### src/rtl/rtc_tamper_pkg.sv
package rtc_tamper_pkg;
  localparam int FILT_W      = 2;
  localparam int CTRL_ADDR   = 0;
  localparam int FLAG_ADDR   = 1;
  localparam int TS_ADDR     = 2;
  localparam int BKP_BASE    = 4;
  localparam int EN_LSB      = 0;
  localparam int EDGE_LSB    = 8;
  localparam int NOER_LSB    = 16;
  localparam int FILT_LSB    = 24;
  localparam int IRQEN_BIT   = 28;
  localparam int TSEN_BIT    = 29;
  localparam int SWERASE_BIT = 31;
  localparam int TSF_BIT     = 8;

  typedef enum logic [1:0] {
    FILT_EDGE = 2'd0,
    FILT_L2   = 2'd1,
    FILT_L4   = 2'd2,
    FILT_L8   = 2'd3
  } filt_mode_e;
endpackage

### src/rtl/rtc_tamper_detect.sv
module rtc_tamper_detect
  import rtc_tamper_pkg::*;
#(
  parameter int CNT_W = 4
) (
  input  logic              clk,
  input  logic              rst_n,
  input  logic              pin,
  input  logic              enable,
  input  logic              edge_fall,
  input  logic [FILT_W-1:0] filter,
  input  logic              sample_tick,
  output logic              event_o
);
  logic [2:0]       sync_q;
  logic [CNT_W-1:0] run_q;
  logic [CNT_W-1:0] target;
  logic             level, prev, active, edge_hit, lvl_hit, lvl_mode;

  always_ff @(posedge clk or negedge rst_n) begin
    if (!rst_n) sync_q <= '0;
    else        sync_q <= {sync_q[1:0], pin};
  end

  assign level    = sync_q[1];
  assign prev     = sync_q[2];
  assign active   = level ^ edge_fall;
  assign lvl_mode = (filter != FILT_EDGE);
  assign target   = CNT_W'(1) << filter;
  assign edge_hit = edge_fall ? (prev & ~level) : (~prev & level);
  assign lvl_hit  = active & sample_tick & (run_q == target - CNT_W'(1));
  assign event_o  = enable & (lvl_mode ? lvl_hit : edge_hit);

  always_ff @(posedge clk or negedge rst_n) begin
    if (!rst_n)                            run_q <= '0;
    else if (!enable || !lvl_mode || !active) run_q <= '0;
    else if (sample_tick && run_q != target) run_q <= run_q + CNT_W'(1);
  end

  p_level_once_r3: assert property (@(posedge clk) disable iff (!rst_n)
    (event_o && lvl_mode) |=> !event_o);
  p_level_counted_r3: assert property (@(posedge clk) disable iff (!rst_n)
    (event_o && lvl_mode) |-> (run_q != '0));
endmodule

### src/rtl/rtc_tamper_regs.sv
module rtc_tamper_regs
  import rtc_tamper_pkg::*;
#(
  parameter int NUM_TAMP = 2,
  parameter int DATA_W   = 32,
  parameter int TIME_W   = 32,
  parameter int ADDR_W   = 4
) (
  input  logic                clk,
  input  logic                rst_n,
  input  logic                wr_en,
  input  logic [ADDR_W-1:0]   addr,
  input  logic [DATA_W-1:0]   wdata,
  input  logic [NUM_TAMP-1:0] tamp_event,
  input  logic [TIME_W-1:0]   time_now,
  output logic [NUM_TAMP-1:0] enable,
  output logic [NUM_TAMP-1:0] edge_fall,
  output logic [FILT_W-1:0]   filter,
  output logic                irq,
  output logic                erase,
  output logic [DATA_W-1:0]   rdata
);
  logic [NUM_TAMP-1:0] en_q, edge_q, noer_q, tflag_q, clr_mask;
  logic [FILT_W-1:0]   filt_q;
  logic                irqen_q, tsen_q, tsf_q;
  logic [TIME_W-1:0]   ts_q;
  logic                ctrl_wr, flag_wr, ts_hit;

  assign ctrl_wr  = wr_en && (addr == ADDR_W'(CTRL_ADDR));
  assign flag_wr  = wr_en && (addr == ADDR_W'(FLAG_ADDR));
  assign clr_mask = flag_wr ? wdata[NUM_TAMP-1:0] : '0;
  assign ts_hit   = tsen_q && (|tamp_event);

  always_ff @(posedge clk or negedge rst_n) begin
    if (!rst_n) begin
      en_q    <= '0;
      edge_q  <= '0;
      noer_q  <= '0;
      filt_q  <= '0;
      irqen_q <= 1'b0;
      tsen_q  <= 1'b0;
    end else if (ctrl_wr) begin
      for (int i = 0; i < NUM_TAMP; i++) begin
        en_q[i] <= wdata[EN_LSB+i];
        if (!en_q[i]) begin
          edge_q[i] <= wdata[EDGE_LSB+i];
          noer_q[i] <= wdata[NOER_LSB+i];
        end
      end
      if (en_q == '0) filt_q <= wdata[FILT_LSB +: FILT_W];
      irqen_q <= wdata[IRQEN_BIT];
      tsen_q  <= wdata[TSEN_BIT];
    end
  end

  always_ff @(posedge clk or negedge rst_n) begin
    if (!rst_n) begin
      tflag_q <= '0;
      tsf_q   <= 1'b0;
      ts_q    <= '0;
    end else begin
      tflag_q <= (tflag_q & ~clr_mask) | tamp_event;
      if (ts_hit) begin
        tsf_q <= 1'b1;
        ts_q  <= time_now;
      end else if (flag_wr && wdata[TSF_BIT]) begin
        tsf_q <= 1'b0;
      end
    end
  end

  assign enable    = en_q;
  assign edge_fall = edge_q;
  assign filter    = filt_q;
  assign irq       = irqen_q && (|tflag_q);
  assign erase     = (|(tamp_event & ~noer_q)) || (ctrl_wr && wdata[SWERASE_BIT]);

  always_comb begin
    rdata = '0;
    if (addr == ADDR_W'(CTRL_ADDR)) begin
      for (int i = 0; i < NUM_TAMP; i++) begin
        rdata[EN_LSB+i]   = en_q[i];
        rdata[EDGE_LSB+i] = edge_q[i];
        rdata[NOER_LSB+i] = noer_q[i];
      end
      rdata[FILT_LSB +: FILT_W] = filt_q;
      rdata[IRQEN_BIT]          = irqen_q;
      rdata[TSEN_BIT]           = tsen_q;
    end else if (addr == ADDR_W'(FLAG_ADDR)) begin
      rdata[NUM_TAMP-1:0] = tflag_q;
      rdata[TSF_BIT]      = tsf_q;
    end else if (addr == ADDR_W'(TS_ADDR)) begin
      rdata[TIME_W-1:0] = ts_q;
    end
  end

  for (genvar g = 0; g < NUM_TAMP; g++) begin : g_chk
    p_cfg_locked_r4: assert property (@(posedge clk) disable iff (!rst_n)
      en_q[g] |=> ($stable(edge_q[g]) && $stable(noer_q[g])));
    p_flag_cause_r2: assert property (@(posedge clk) disable iff (!rst_n)
      $rose(tflag_q[g]) |-> $past(tamp_event[g]));
    p_flag_sticky_r12: assert property (@(posedge clk) disable iff (!rst_n)
      (tflag_q[g] && !(flag_wr && wdata[g])) |=> tflag_q[g]);
  end
  p_ts_on_event_r9: assert property (@(posedge clk) disable iff (!rst_n)
    (tsen_q && (|tamp_event)) |=> tsf_q);
endmodule

### src/rtl/rtc_tamper_bkp.sv
module rtc_tamper_bkp #(
  parameter int NUM_BKP = 8,
  parameter int DATA_W  = 32,
  parameter int IDX_W   = 3
) (
  input  logic              clk,
  input  logic              bkp_rst_n,
  input  logic              erase,
  input  logic              wr_en,
  input  logic [IDX_W-1:0]  wr_idx,
  input  logic [DATA_W-1:0] wdata,
  input  logic [IDX_W-1:0]  rd_idx,
  output logic [DATA_W-1:0] rdata
);
  logic [DATA_W-1:0] bank_q [NUM_BKP];

  for (genvar k = 0; k < NUM_BKP; k++) begin : g_word
    always_ff @(posedge clk or negedge bkp_rst_n) begin
      if (!bkp_rst_n)                              bank_q[k] <= '0;
      else if (erase)                              bank_q[k] <= '0;
      else if (wr_en && wr_idx == IDX_W'(k))       bank_q[k] <= wdata;
    end
    p_erase_clears_r6: assert property (@(posedge clk) disable iff (!bkp_rst_n)
      erase |=> (bank_q[k] == '0));
    p_write_lands_r11: assert property (@(posedge clk) disable iff (!bkp_rst_n)
      (wr_en && !erase && wr_idx == IDX_W'(k)) |=> (bank_q[k] == $past(wdata)));
  end

  assign rdata = (int'(rd_idx) < NUM_BKP) ? bank_q[rd_idx] : '0;
endmodule

### src/rtl/rtc_tamper_unit.sv
module rtc_tamper_unit
  import rtc_tamper_pkg::*;
#(
  parameter int NUM_TAMP = 2,
  parameter int NUM_BKP  = 8,
  parameter int DATA_W   = 32,
  parameter int TIME_W   = 32,
  parameter int ADDR_W   = 4
) (
  input  logic                clk,
  input  logic                sys_rst_n,
  input  logic                bkp_rst_n,
  input  logic [NUM_TAMP-1:0] tamp_pin,
  input  logic                sample_tick,
  input  logic [TIME_W-1:0]   time_now,
  input  logic                reg_wr,
  input  logic [ADDR_W-1:0]   reg_addr,
  input  logic [DATA_W-1:0]   reg_wdata,
  output logic [DATA_W-1:0]   reg_rdata,
  output logic                tamp_irq,
  output logic [NUM_TAMP-1:0] pullup_en
);
  localparam int IDX_W = (NUM_BKP > 1) ? $clog2(NUM_BKP) : 1;
  localparam int CNT_W = (1 << FILT_W);

  logic [NUM_TAMP-1:0] enable, edge_fall, tamp_event;
  logic [FILT_W-1:0]   filter;
  logic                erase, in_bkp, bkp_wr;
  logic [ADDR_W-1:0]   bkp_off;
  logic [IDX_W-1:0]    bkp_idx;
  logic [DATA_W-1:0]   ctl_rdata, bkp_rdata;

  for (genvar i = 0; i < NUM_TAMP; i++) begin : g_in
    rtc_tamper_detect #(.CNT_W(CNT_W)) u_det (
      .clk(clk), .rst_n(sys_rst_n), .pin(tamp_pin[i]), .enable(enable[i]),
      .edge_fall(edge_fall[i]), .filter(filter), .sample_tick(sample_tick),
      .event_o(tamp_event[i]));
  end

  rtc_tamper_regs #(.NUM_TAMP(NUM_TAMP), .DATA_W(DATA_W), .TIME_W(TIME_W), .ADDR_W(ADDR_W)) u_regs (
    .clk(clk), .rst_n(sys_rst_n), .wr_en(reg_wr), .addr(reg_addr), .wdata(reg_wdata),
    .tamp_event(tamp_event), .time_now(time_now), .enable(enable), .edge_fall(edge_fall),
    .filter(filter), .irq(tamp_irq), .erase(erase), .rdata(ctl_rdata));

  assign bkp_off = reg_addr - ADDR_W'(BKP_BASE);
  assign in_bkp  = (int'(reg_addr) >= BKP_BASE) && (int'(reg_addr) < BKP_BASE + NUM_BKP);
  assign bkp_idx = bkp_off[IDX_W-1:0];
  assign bkp_wr  = reg_wr && in_bkp;

  rtc_tamper_bkp #(.NUM_BKP(NUM_BKP), .DATA_W(DATA_W), .IDX_W(IDX_W)) u_bkp (
    .clk(clk), .bkp_rst_n(bkp_rst_n), .erase(erase), .wr_en(bkp_wr), .wr_idx(bkp_idx),
    .wdata(reg_wdata), .rd_idx(bkp_idx), .rdata(bkp_rdata));

  assign reg_rdata = in_bkp ? bkp_rdata : ctl_rdata;
  assign pullup_en = {NUM_TAMP{filter != FILT_EDGE}};

  p_pullup_level_r10: assert property (@(posedge clk) disable iff (!sys_rst_n)
    (reg_wr && reg_addr == ADDR_W'(CTRL_ADDR) && enable == '0) |=>
      (pullup_en[0] == ($past(reg_wdata[FILT_LSB +: FILT_W]) != '0)));
  p_disabled_quiet_r13: assert property (@(posedge clk) disable iff (!sys_rst_n)
    (enable == '0 && !reg_wr) |=> $stable(tamp_irq));
endmodule

### config.mk
export PLATFORM = sky130hd
export DESIGN_NAME = rtc_tamper_unit
export DESIGN_NICKNAME = d
export VERILOG_FILES = /design/src/rtl/rtc_tamper_pkg.sv /design/src/rtl/rtc_tamper_detect.sv /design/src/rtl/rtc_tamper_regs.sv /design/src/rtl/rtc_tamper_bkp.sv /design/src/rtl/rtc_tamper_unit.sv
export SDC_FILE = /design/constraint.sdc
export NUM_CORES = 1
export LEC_CHECK = 0
export BUFFER_PORTS_ARGS = -buffer_cell sky130_fd_sc_hd__buf_4
export CORE_MARGIN = 1.5
export CORE_UTILIZATION = 45
export DETAILED_ROUTE_END_ITERATION = 8
export PLACE_DENSITY = 0.58
export SYNTH_ARGS = -nofsm -noshare
export SYNTH_HDL_FRONTEND = slang
export SYNTH_HIERARCHICAL = 1
export SYNTH_SLANG_ARGS = --single-unit
export TNS_END_PERCENT = 1
### constraint.sdc
create_clock -name clk -period 2.57 [get_ports clk]
set_input_delay 0.257 -clock clk [delete_from_list [all_inputs] [get_ports clk]]
set_output_delay 0.257 -clock clk [all_outputs]
set_load 0.02 [all_outputs]
==> results.sh, run 1 <==
export IMPL_grt_pass1_vias=12200
export IMPL_synth_fp_nets=1643
export IMPL_p_switching_mw=4.38
export IMPL_fp_dieH_um=191
export IMPL_fin_crit_sh_pct=96.2
export IMPL_finalPower_mw=15.6
export IMPL_setup_violations_final=0
export IMPL_synth_top_family_by_area="multiplexers"
export IMPL_yosys_area_share_xor_xnor_pct=0.321
export IMPL_path_clk_slew_ns=0.06
export IMPL_path_class="reg2out"
export IMPL_fill_cells=3019
export IMPL_vias=12100
export IMPL_synth_compound_area_share_pct=9.40
export IMPL_crit_path_end_kind="output port"
export IMPL_drt_iter0_drc=1003
export IMPL_worstSetupStartpointType="flop"
export IMPL_critPathMaxStageDelay_ns=0.51
export IMPL_ys_ff_latch=315
export IMPL_pin_count=110
export IMPL_cts_tree="built"
export IMPL_synthCells=1566
export IMPL_seqCellArea_um2=7880
export IMPL_hold_slack_ns=0.0260
export IMPL_pwr_share_seq_pct=43.5
export IMPL_synth_cell_types=50
export IMPL_yosysWarnings=6
export IMPL_gp_congestion=0.785
export IMPL_power_density_nw_per_um2=817
export IMPL_slowest_stage="mux4_1"
export IMPL_fp_dieArea_um2=36600
export IMPL_drv_slew=0
export IMPL_grt_overflow_total=0
export IMPL_syn_mean_instance_area_um2=10.2
export IMPL_combPwrFrac_pct=22.3
export IMPL_synthMuxAreaShare_pct=18.7
export IMPL_first_pass_iters=5
export IMPL_htreeDepth=2
export IMPL_critical_path_top_delay_family="multiplexers"
export IMPL_start_util_pct=46.0
export IMPL_coreArea_um2=34700
export IMPL_ctsRootBufferMaster="clkbuf_16"
export IMPL_yosys_most_used_dff="dfrtp_1"
export IMPL_synth_adder_area_share_pct=0.157
export IMPL_synth_edff_count=0
export IMPL_drc=0
export IMPL_yosysSeqAreaShare_pct=49.4
export IMPL_cp_arrival_ns=2.21
export IMPL_grt_pass1_wl_mm=70.9
export IMPL_fmaxAchievable_ghz=0.405
export IMPL_rsz0062_at_grt="false"
export IMPL_ir_worst_vdd_uv=504
export IMPL_clkPwrFrac_pct=34.2
export IMPL_postRouteAntennaNets=0
export IMPL_area_growth_pct=20.0
export IMPL_antenna_found_initial=0
export IMPL_cp_required_ns=2.31
export IMPL_finalClockSkew_ns=0.0219
export IMPL_crit_buf_inv=1
export IMPL_cp_depth=4
export IMPL_outcome="finished, final reports clean"
export IMPL_internal_power_mw=11.3
export IMPL_synth_simple_area_share_pct=16.8
export IMPL_reg2regPathDepth=8
export IMPL_hpwl_mm=28.4
export IMPL_port_buffers=109
export IMPL_wl_mm=44.9
export IMPL_post_cts_buffers=0
export IMPL_clock_path_buffers=3
export IMPL_switching_share_pct=28.0
export IMPL_relSlewSlack_pct=28.3
export IMPL_tns_ns=0
export IMPL_viasPerCell=5.61
export IMPL_drive_above_1_share_pct=23.4
export IMPL_dieWidth_um=191
export IMPL_p_leak_nw=8.69
export IMPL_grt_max_degree=86
export IMPL_worst_slew_pin_slew_ns=1.08
export IMPL_final_nets=1753
export IMPL_hold_viol_final=0
export IMPL_grt_usage_pct=25.1
export IMPL_fin_crit_ns=2.47
export IMPL_wl_per_cell_um=20.8
export IMPL_fp_row_count=68
export IMPL_crit_fanout=2
export IMPL_maxCapViolCount=0
export IMPL_cts_made_buffers=37
export IMPL_clock_latency_ns=0.53
export IMPL_crit_chain="mux4_1, mux2_2, mux2_4, buf_4"
export IMPL_synth_area_um2=16000
export IMPL_hold_path_cell_count=3
export IMPL_multi_input_area_um2=7300
export IMPL_clock_sinks=315
export IMPL_hp_class="in2reg"
export IMPL_synthArstFlopShare_pct=100
## synthesized netlist by cell type (3+ instances only)
cell type  count  area (um^2)
nand2_1      527         1980
dfrtp_1      315         7880
a21oi_1      263         1320
mux2_2        75          845
clkbuf_1      61          229
mux4_1        40         1050
buf_2         39          195
buf_4         34          255
mux2_4        31          465
mux4_2        24          541
and2_1        22          138
buf_6         10          113
mux2i_1        9         90.1
buf_1          8         30.0
a22o_1         7         61.3
nor2_1         7         26.3
nor2b_1        7         43.8
nor3_1         7         35.0
nand3_1        6         30.0
or3_1          6         37.5
nand4_1        5         31.3
nand4b_1       5         43.8
or2_2          5         31.3
and4bb_1       4         50.1
inv_1          4         15.0
and4b_1        3         30.0
and4bb_2       3         37.5
nand4bb_1      3         33.8
nor3b_1        3         22.5
o21ai_0        3         15.0
## final timing paths
check                                                   from                                end  slack [ns]
setup reg to reg                u_regs/filter[0]$_DFFE_PN0P_      u_bkp/bank_q[122]$_DFFE_PN0P_        0.20
hold reg to reg            g_in[0].u_det/sync_q[0]$_DFF_PN0_  g_in[0].u_det/sync_q[1]$_DFF_PN0_        0.36
hold / removal                                 reg_wdata[22]      u_bkp/bank_q[214]$_DFFE_PN0P_        0.03
min in group asynchronous                          bkp_rst_n      u_bkp/bank_q[154]$_DFFE_PN0P_        0.32
setup / recovery               u_bkp/bank_q[148]$_DFFE_PN0P_                      reg_rdata[20]         0.1
max in group asynchronous                          bkp_rst_n      u_bkp/bank_q[185]$_DFFE_PN0P_        1.42
## per-stage QoR
| stage | util [%] | setup slack [ns] | cells | cell area [um^2] |
|---|---|---|---|---|
| floorplan | - | 0.254 | 1566 | 16000 |
| global placement | 50.5 | 0.165 | 2056 | 17500 |
| detailed placement | 50.5 | 0.146 | 2056 | 17500 |
| CTS | 55.1 | 0.0879 | 2157 | 19100 |
| global route | 55.2 | 0.0418 | 2157 | 19200 |
| finish | 55.2 | 0.0981 | 2158 | 19200 |
## worst register-to-register path, stage by stage (launching register included)
cell and delay (ns):
dfrtp_2 0.49, nor2b_1 0.17, a2111oi_1 0.40, o221a_1 0.31, nor2b_1 0.19, a221o_4 0.23
buf_12 0.21, buf_12 0.18, a21oi_1 0.06
## logic make-up (layout without fill, tap and decap cells)
family | count (synthesis) | count (layout)
AO/OA/AOI/OAI | 286 | 286
XOR/XNOR | 5 | 5
adder cells (fa/ha/maj) | 2 | 2
buffers and inverters | 156 | 292
flip-flops | 315 | 315
multiplexers | 179 | 179
other | 0 | 1
AND/OR/NAND/NOR | 623 | 623
## timing repair
action	4_1_cts	5_1_grt
hold buffers	36	0
setup endpoints to repair	0	189
gates resized for setup	0	4
endpoints found under the hold margin	172	0
## metal layers
layer	track usage, %	vias up	share of wire [%]
li1	-	5571	-
met1	36.6	6141	46
met2	39.9	334	46
met3	3.82	50	6.1
met4	5.02	0	1.3
met5	0	-	0
## registers in the layout, indices dropped and copies added, names as in the netlist
register           flops
g_in.u_det/run_q       8
u_bkp/bank_q         256
u_regs/tflag_q         2
u_regs/irqen_q         1
u_regs/ts_q           32
g_in.u_det/sync_q      6
u_regs/noer_q          2
u_regs/tsen_q          1
u_regs/enable          2
u_regs/edge_fall       2
u_regs/filter          2
u_regs/tsf_q           1
## area by class of cell
type	instances	share of cell area (%)
antenna	1	0.0131
clock buffer	54	5.75
clock inverter	11	0.732
inverter	4	0.0784
multi-input combinational	1095	38.1
sequential	315	41.2
tap	455	2.97
timing repair buffer	223	11.2
## layout by cell type, fill, tap and decap left out, types with 7 or more instances in the layout
master and instances:
a21oi_1 263, a22o_1 7, and2_1 22, buf_12 28
buf_4 157, clkbuf_1 8, clkbuf_16 39, clkbuf_8 7
dfrtp_1 314, dlygate4sd3_1 36, mux2_2 75, mux2_4 31
mux2i_1 9, mux4_1 40, mux4_2 24, nand2_1 527
nor2_1 7, nor2b_1 7, nor3_1 7
## power groups by stage
stage / logic, mW / registers, mW / clock network (mW)
2_1_floorplan: 2.39 / 6.65 / 0
3_3_place_gp: 3.37 / 6.83 / 0
3_5_place_dp: 3.44 / 6.89 / 0
4_1_cts: 3.50 / 6.80 / 5.45
5_1_grt: 3.84 / 6.95 / 5.67
6_report: 3.50 / 6.80 / 5.35
No activity file was read; power rests on OpenSTA's default activity.
==> inputs of run 2 (changes only) <==
CORE_UTILIZATION = 40   (was 45)
MAX_ROUTING_LAYER = met4   (was unset)
PLACE_DENSITY = 0.53   (was 0.58)
SKIP_CTS_REPAIR_TIMING = 1   (was unset)
==> run 2 against run 1 <==
Die area up 12%. Clock power up 2%. Register-to-register slack worse by 0.02 ns. Routed wire length up 4.2%. Power up 0.26%. Design area down 0.12%. Maximum frequency down 1.2%. Non-clock buffer count down 4. Critical endpoint is now reg_rdata[19]. Count of clock-buffer cells in the layout down 4. Sequential power about the same.
==> results.sh, run 2 (same netlist as run 1, synthesis figures left out) <==
export IMPL_vias=12000
export IMPL_hpwl_mm=29.6
export IMPL_power_density_nw_per_um2=820
export IMPL_gp_congestion=0.821
export IMPL_dr_wl_met3_mm=2.16
export IMPL_largest_reg_flops=256
export IMPL_grt_overflow_total=0
export IMPL_cp_arrival_ns=2.25
export IMPL_hp_class="in2reg"
export IMPL_ir_worst_vdd_uv=493
export IMPL_htreeDepth=2
export IMPL_reg2reg_from="u_regs/filter[0]$_DFFE_PN0P_"
export IMPL_port_buffers=109
export IMPL_top_regs="u_bkp/bank_q (256), u_regs/ts_q (32), g_in.u_det/run_q (8)"
export IMPL_dieWidth_um=203
export IMPL_finalPower_mw=15.7
export IMPL_crit_fanout=2
export IMPL_fp_dieArea_um2=41100
export IMPL_drv_slew=0
export IMPL_pin_count=110
export IMPL_rsz0062_at_grt="false"
export IMPL_final_nets=1750
export IMPL_maxCapViolCount=0
export IMPL_largest_register="u_bkp/bank_q"
export IMPL_grt_max_degree=87
export IMPL_postRouteAntennaNets=0
export IMPL_path_class="reg2out"
export IMPL_relSlewSlack_pct=24.8
export IMPL_path_clk_slew_ns=0.06
export IMPL_fp_row_count=73
export IMPL_hold_path_startpoint="reg_wdata[26]"
export IMPL_hold_viol_final=0
export IMPL_viasPerCell=5.37
export IMPL_clock_sinks=315
export IMPL_finalClockSkew_ns=0.0220
export IMPL_worst_slew_pin_slew_ns=1.13
export IMPL_cts_tree="built"
export IMPL_grt_pass1_vias=12100
export IMPL_wl_per_cell_um=21.0
export IMPL_clock_path_buffers=3
export IMPL_n_antenna_cell=0
export IMPL_drive_above_1_share_pct=23.6
export IMPL_top_layer="met4"
export IMPL_final_cell_mix="527 x nand2_1, 315 x dfrtp_1, 263 x a21oi_1"
export IMPL_fin_crit_sh_pct=97.4
export IMPL_fmaxAchievable_ghz=0.400
export IMPL_clock_latency_ns=0.53
export IMPL_crit_path_end_kind="output port"
export IMPL_final_common_cell="nand2_1"
export IMPL_wl_met2_mm=21.8
export IMPL_cts_made_buffers=38
export IMPL_area_growth_pct=19.8
export IMPL_wl_met1_mm=22.1
export IMPL_drc=0
export IMPL_grt_usage_pct=23.8
export IMPL_antenna_found_initial=0
export IMPL_tns_ns=0
export IMPL_p_leak_nw=8.66
export IMPL_drt_iter0_drc=831
export IMPL_crit_start="u_bkp/bank_q[211]$_DFFE_PN0P_"
export IMPL_setup_violations_final=0
export IMPL_outcome="finished, final reports clean"
export IMPL_ctsRootBufferMaster="clkbuf_16"
export IMPL_grt_pass1_wl_mm=73.2
export IMPL_start_util_pct=40.4
export IMPL_fp_dieH_um=203
export IMPL_wl_mm=46.8
export IMPL_cp_required_ns=2.31
export IMPL_fin_crit_ns=2.50
export IMPL_first_pass_iters=5
export IMPL_worstSetupStartpointType="flop"
export IMPL_fin_util_pct=48.4
export IMPL_coreArea_um2=39500
run 2: cell type report:
cell class / count / area, um^2
Clock inverter: 18 / 175
Inverter: 4 / 15.0
Timing Repair Buffer: 219 / 2000
Tap cell: 525 / 657
Clock buffer: 50 / 1100
Sequential cell: 315 / 7880
Fill cell: 3626 / 20400
Multi-Input combinational cell: 1095 / 7300
run 2: final timing paths:
| path | to | slack (ns) | cells past startpoint |
|---|---|---|---|
| setup / recovery | reg_rdata[19] | 0.07 | 4 |
| hold / removal | u_bkp/bank_q[26]$_DFFE_PN0P_ | 0.01 | 3 |
| setup reg to reg | u_bkp/bank_q[192]$_DFFE_PN0P_ | 0.18 | 7 |
| hold reg to reg | g_in[0].u_det/sync_q[1]$_DFF_PN0_ | 0.35 | 0 |
| max in group asynchronous | u_bkp/bank_q[164]$_DFFE_PN0P_ | 1.45 | 3 |
| min in group asynchronous | u_bkp/bank_q[101]$_DFFE_PN0P_ | 0.34 | 2 |
run 2: where the power goes:
| part | internal, mW | switching, mW | total (mW) |
|---|---|---|---|
| Clock | 3.31 | 2.13 | 5.44 |
| Sequential | 6.16 | 0.665 | 6.82 |
| Combinational | 1.77 | 1.66 | 3.43 |
| Total | 11.2 | 4.46 | 15.7 |
run 2: stage by stage:
| stage | hold slack [ns] | instances | setup slack (ns) | cell area (um^2) |
|---|---|---|---|---|
| 4_1_cts | -0.240 | 2190 | 0.0552 | 18800 |
| 2_1_floorplan | -0.0386 | 1566 | 0.254 | 16000 |
| 5_1_grt | 0.00924 | 2226 | 0.00110 | 19100 |
| 6_report | 0.0105 | 2226 | 0.0669 | 19100 |
| 3_3_place_gp | 0.323 | 2122 | 0.0715 | 17500 |
| 3_5_place_dp | 0.319 | 2122 | 0.0418 | 17500 |
run 2: critical path, stage by stage, from the launching register on:
cell and delay, ns:
dfrtp_1 0.38, mux4_1 0.55, mux2_2 0.35, mux2_4 0.28, buf_4 0.15
run 2: routing by layer:
metal	vias to the layer above	track usage, %
met4	0	4.74
met2	324	36.6
li1	5569	-
met1	6015	33.8
met3	56	3.27
met5	-	-
==> inputs of run 3 (changes only) <==
SETUP_SLACK_MARGIN = 0.2   (was unset)
==> run 3 against run 2 <==
Worst hold slack barely moved. Global-route usage stayed put. Maximum frequency increased by 4.1%. Via count up 0.35%. Non-clock buffer count is 7 higher. Design area rose by 0.54%. Sequential share of layout area decreased by 0.21 points. Utilization is 0.26 points higher. Count of clock-buffer cells in the layout did not move. Sequential power is essentially flat. Largest cell class unchanged. Largest power group unchanged. Highest routed layer unchanged.
==> results.sh, run 3 (same netlist as run 1, synthesis figures left out) <==
export IMPL_fp_dieArea_um2=41100
export IMPL_n_antenna_cell=0
export IMPL_grt_pass1_vias=12100
export IMPL_fmaxAchievable_ghz=0.416
export IMPL_dpl_cell_area_um2=17500
export IMPL_gp_congestion=0.821
export IMPL_power_density_nw_per_um2=822
export IMPL_cp_required_ns=2.31
export IMPL_hold_viol_final=0
export IMPL_wl_mm=47.0
export IMPL_final_nets=1757
export IMPL_first_pass_iters=5
export IMPL_grt_overflow_total=0
export IMPL_htreeDepth=2
export IMPL_ctsRootBufferMaster="clkbuf_16"
export IMPL_cts_tree="built"
export IMPL_antenna_found_initial=0
export IMPL_drv_slew=0
export IMPL_coreArea_um2=39500
export IMPL_grt_max_degree=87
export IMPL_drt_iter0_drc=907
export IMPL_largest_register="u_bkp/bank_q"
export IMPL_setup_violations_final=0
export IMPL_fill_cells=3634
export IMPL_cts_made_buffers=38
export IMPL_rsz0062_at_grt="true"
export IMPL_postRouteAntennaNets=0
export IMPL_clock_path_buffers=3
export IMPL_fp_dieH_um=203
export IMPL_clock_latency_ns=0.53
export IMPL_crit_fanout=2
export IMPL_outcome="finished, final reports clean"
export IMPL_dieWidth_um=203
export IMPL_start_util_pct=40.4
export IMPL_grt_usage_pct=23.8
export IMPL_final_common_cell="nand2_1"
export IMPL_final_cell_mix="527 x nand2_1, 314 x dfrtp_1, 263 x a21oi_1"
export IMPL_port_buffers=109
export IMPL_worst_slew_pin_slew_ns=1.13
export IMPL_fin_area_um2=19200
export IMPL_clock_sinks=315
export IMPL_wl_per_cell_um=21.0
export IMPL_cp_arrival_ns=2.15
export IMPL_finalClockSkew_ns=0.0202
export IMPL_largest_reg_flops=256
export IMPL_maxCapViolCount=0
export IMPL_relSlewSlack_pct=24.9
export IMPL_tns_ns=0
export IMPL_ir_worst_vdd_uv=498
export IMPL_path_class="reg2out"
export IMPL_fin_util_pct=48.6
export IMPL_hp_class="in2reg"
export IMPL_fin_crit_sh_pct=93.6
export IMPL_pin_count=110
export IMPL_viasPerCell=5.38
export IMPL_fp_row_count=73
export IMPL_p_leak_nw=8.65
export IMPL_crit_path_end_kind="output port"
export IMPL_area_growth_pct=20.5
export IMPL_drc=0
export IMPL_hpwl_mm=29.6
export IMPL_drive_above_1_share_pct=25.0
export IMPL_worstSetupStartpointType="flop"
export IMPL_grt_pass1_wl_mm=73.2
export IMPL_top_regs="u_bkp/bank_q (256), u_regs/ts_q (32), g_in.u_det/run_q (8)"
export IMPL_vias=12000
export IMPL_path_clk_slew_ns=0.06
export IMPL_fin_crit_ns=2.40
==> run 3: path summary, 6_finish.rpt <==
kind                                              startpoint                           endpoint  slack [ns]  cells after the start
setup / recovery               u_bkp/bank_q[208]$_DFFE_PN0P_                      reg_rdata[16]        0.17                      4
hold / removal                                 reg_wdata[26]       u_bkp/bank_q[26]$_DFFE_PN0P_        0.01                      3
setup reg to reg                u_regs/filter[0]$_DFFE_PN0P_      u_bkp/bank_q[207]$_DFFE_PN0P_        0.23                      8
hold reg to reg            g_in[0].u_det/sync_q[0]$_DFF_PN0_  g_in[0].u_det/sync_q[1]$_DFF_PN0_        0.35                      0
max in group asynchronous                          bkp_rst_n      u_bkp/bank_q[164]$_DFFE_PN0P_        1.46                      3
min in group asynchronous                          bkp_rst_n      u_bkp/bank_q[101]$_DFFE_PN0P_        0.34                      2
==> run 3: final cells by class <==
cell class / count / area [um^2] / area share [%]
Sequential cell: 315 / 7880 / 41.0
Multi-Input combinational cell: 1095 / 7320 / 38.1
Timing Repair Buffer: 226 / 2090 / 10.9
Clock buffer: 50 / 1100 / 5.70
Tap cell: 525 / 657 / 3.42
Clock inverter: 18 / 175 / 0.911
Inverter: 4 / 15.0 / 0.0781
==> run 3: power breakdown <==
part	switching, mW	leakage (nW)	internal (mW)
clock	2.13	0.640	3.31
sequential	0.677	4.19	6.16
combinational	1.68	3.82	1.85
==> run 3: layer usage <==
| layer | share of wire, % | vias to the layer above | track usage (%) |
|---|---|---|---|
| met5 | 0 | - | - |
| met4 | 1.3 | 0 | 4.74 |
| met3 | 5.0 | 52 | 3.27 |
| met2 | 47 | 344 | 36.6 |
| met1 | 47 | 6040 | 33.8 |
| li1 | - | 5570 | - |
==> run 3: per-stage QoR <==
step	setup WS, ns	std cells	hold WS (ns)	power [mW]
4_1_cts	0.0552	2190	-0.240	15.8
2_1_floorplan	0.254	1566	-0.0386	9.05
3_3_place_gp	0.0715	2122	0.323	10.2
6_report	0.165	2233	0.0107	15.8
3_5_place_dp	0.0418	2122	0.319	10.3
5_1_grt	0.102	2233	0.00924	16.6
==> run 3: critical path, stage by stage, from the launching register on <==
cell     delay [ns]
dfrtp_1        0.38
mux4_1         0.53
mux2_2         0.29
mux2_2         0.27
buf_4          0.16
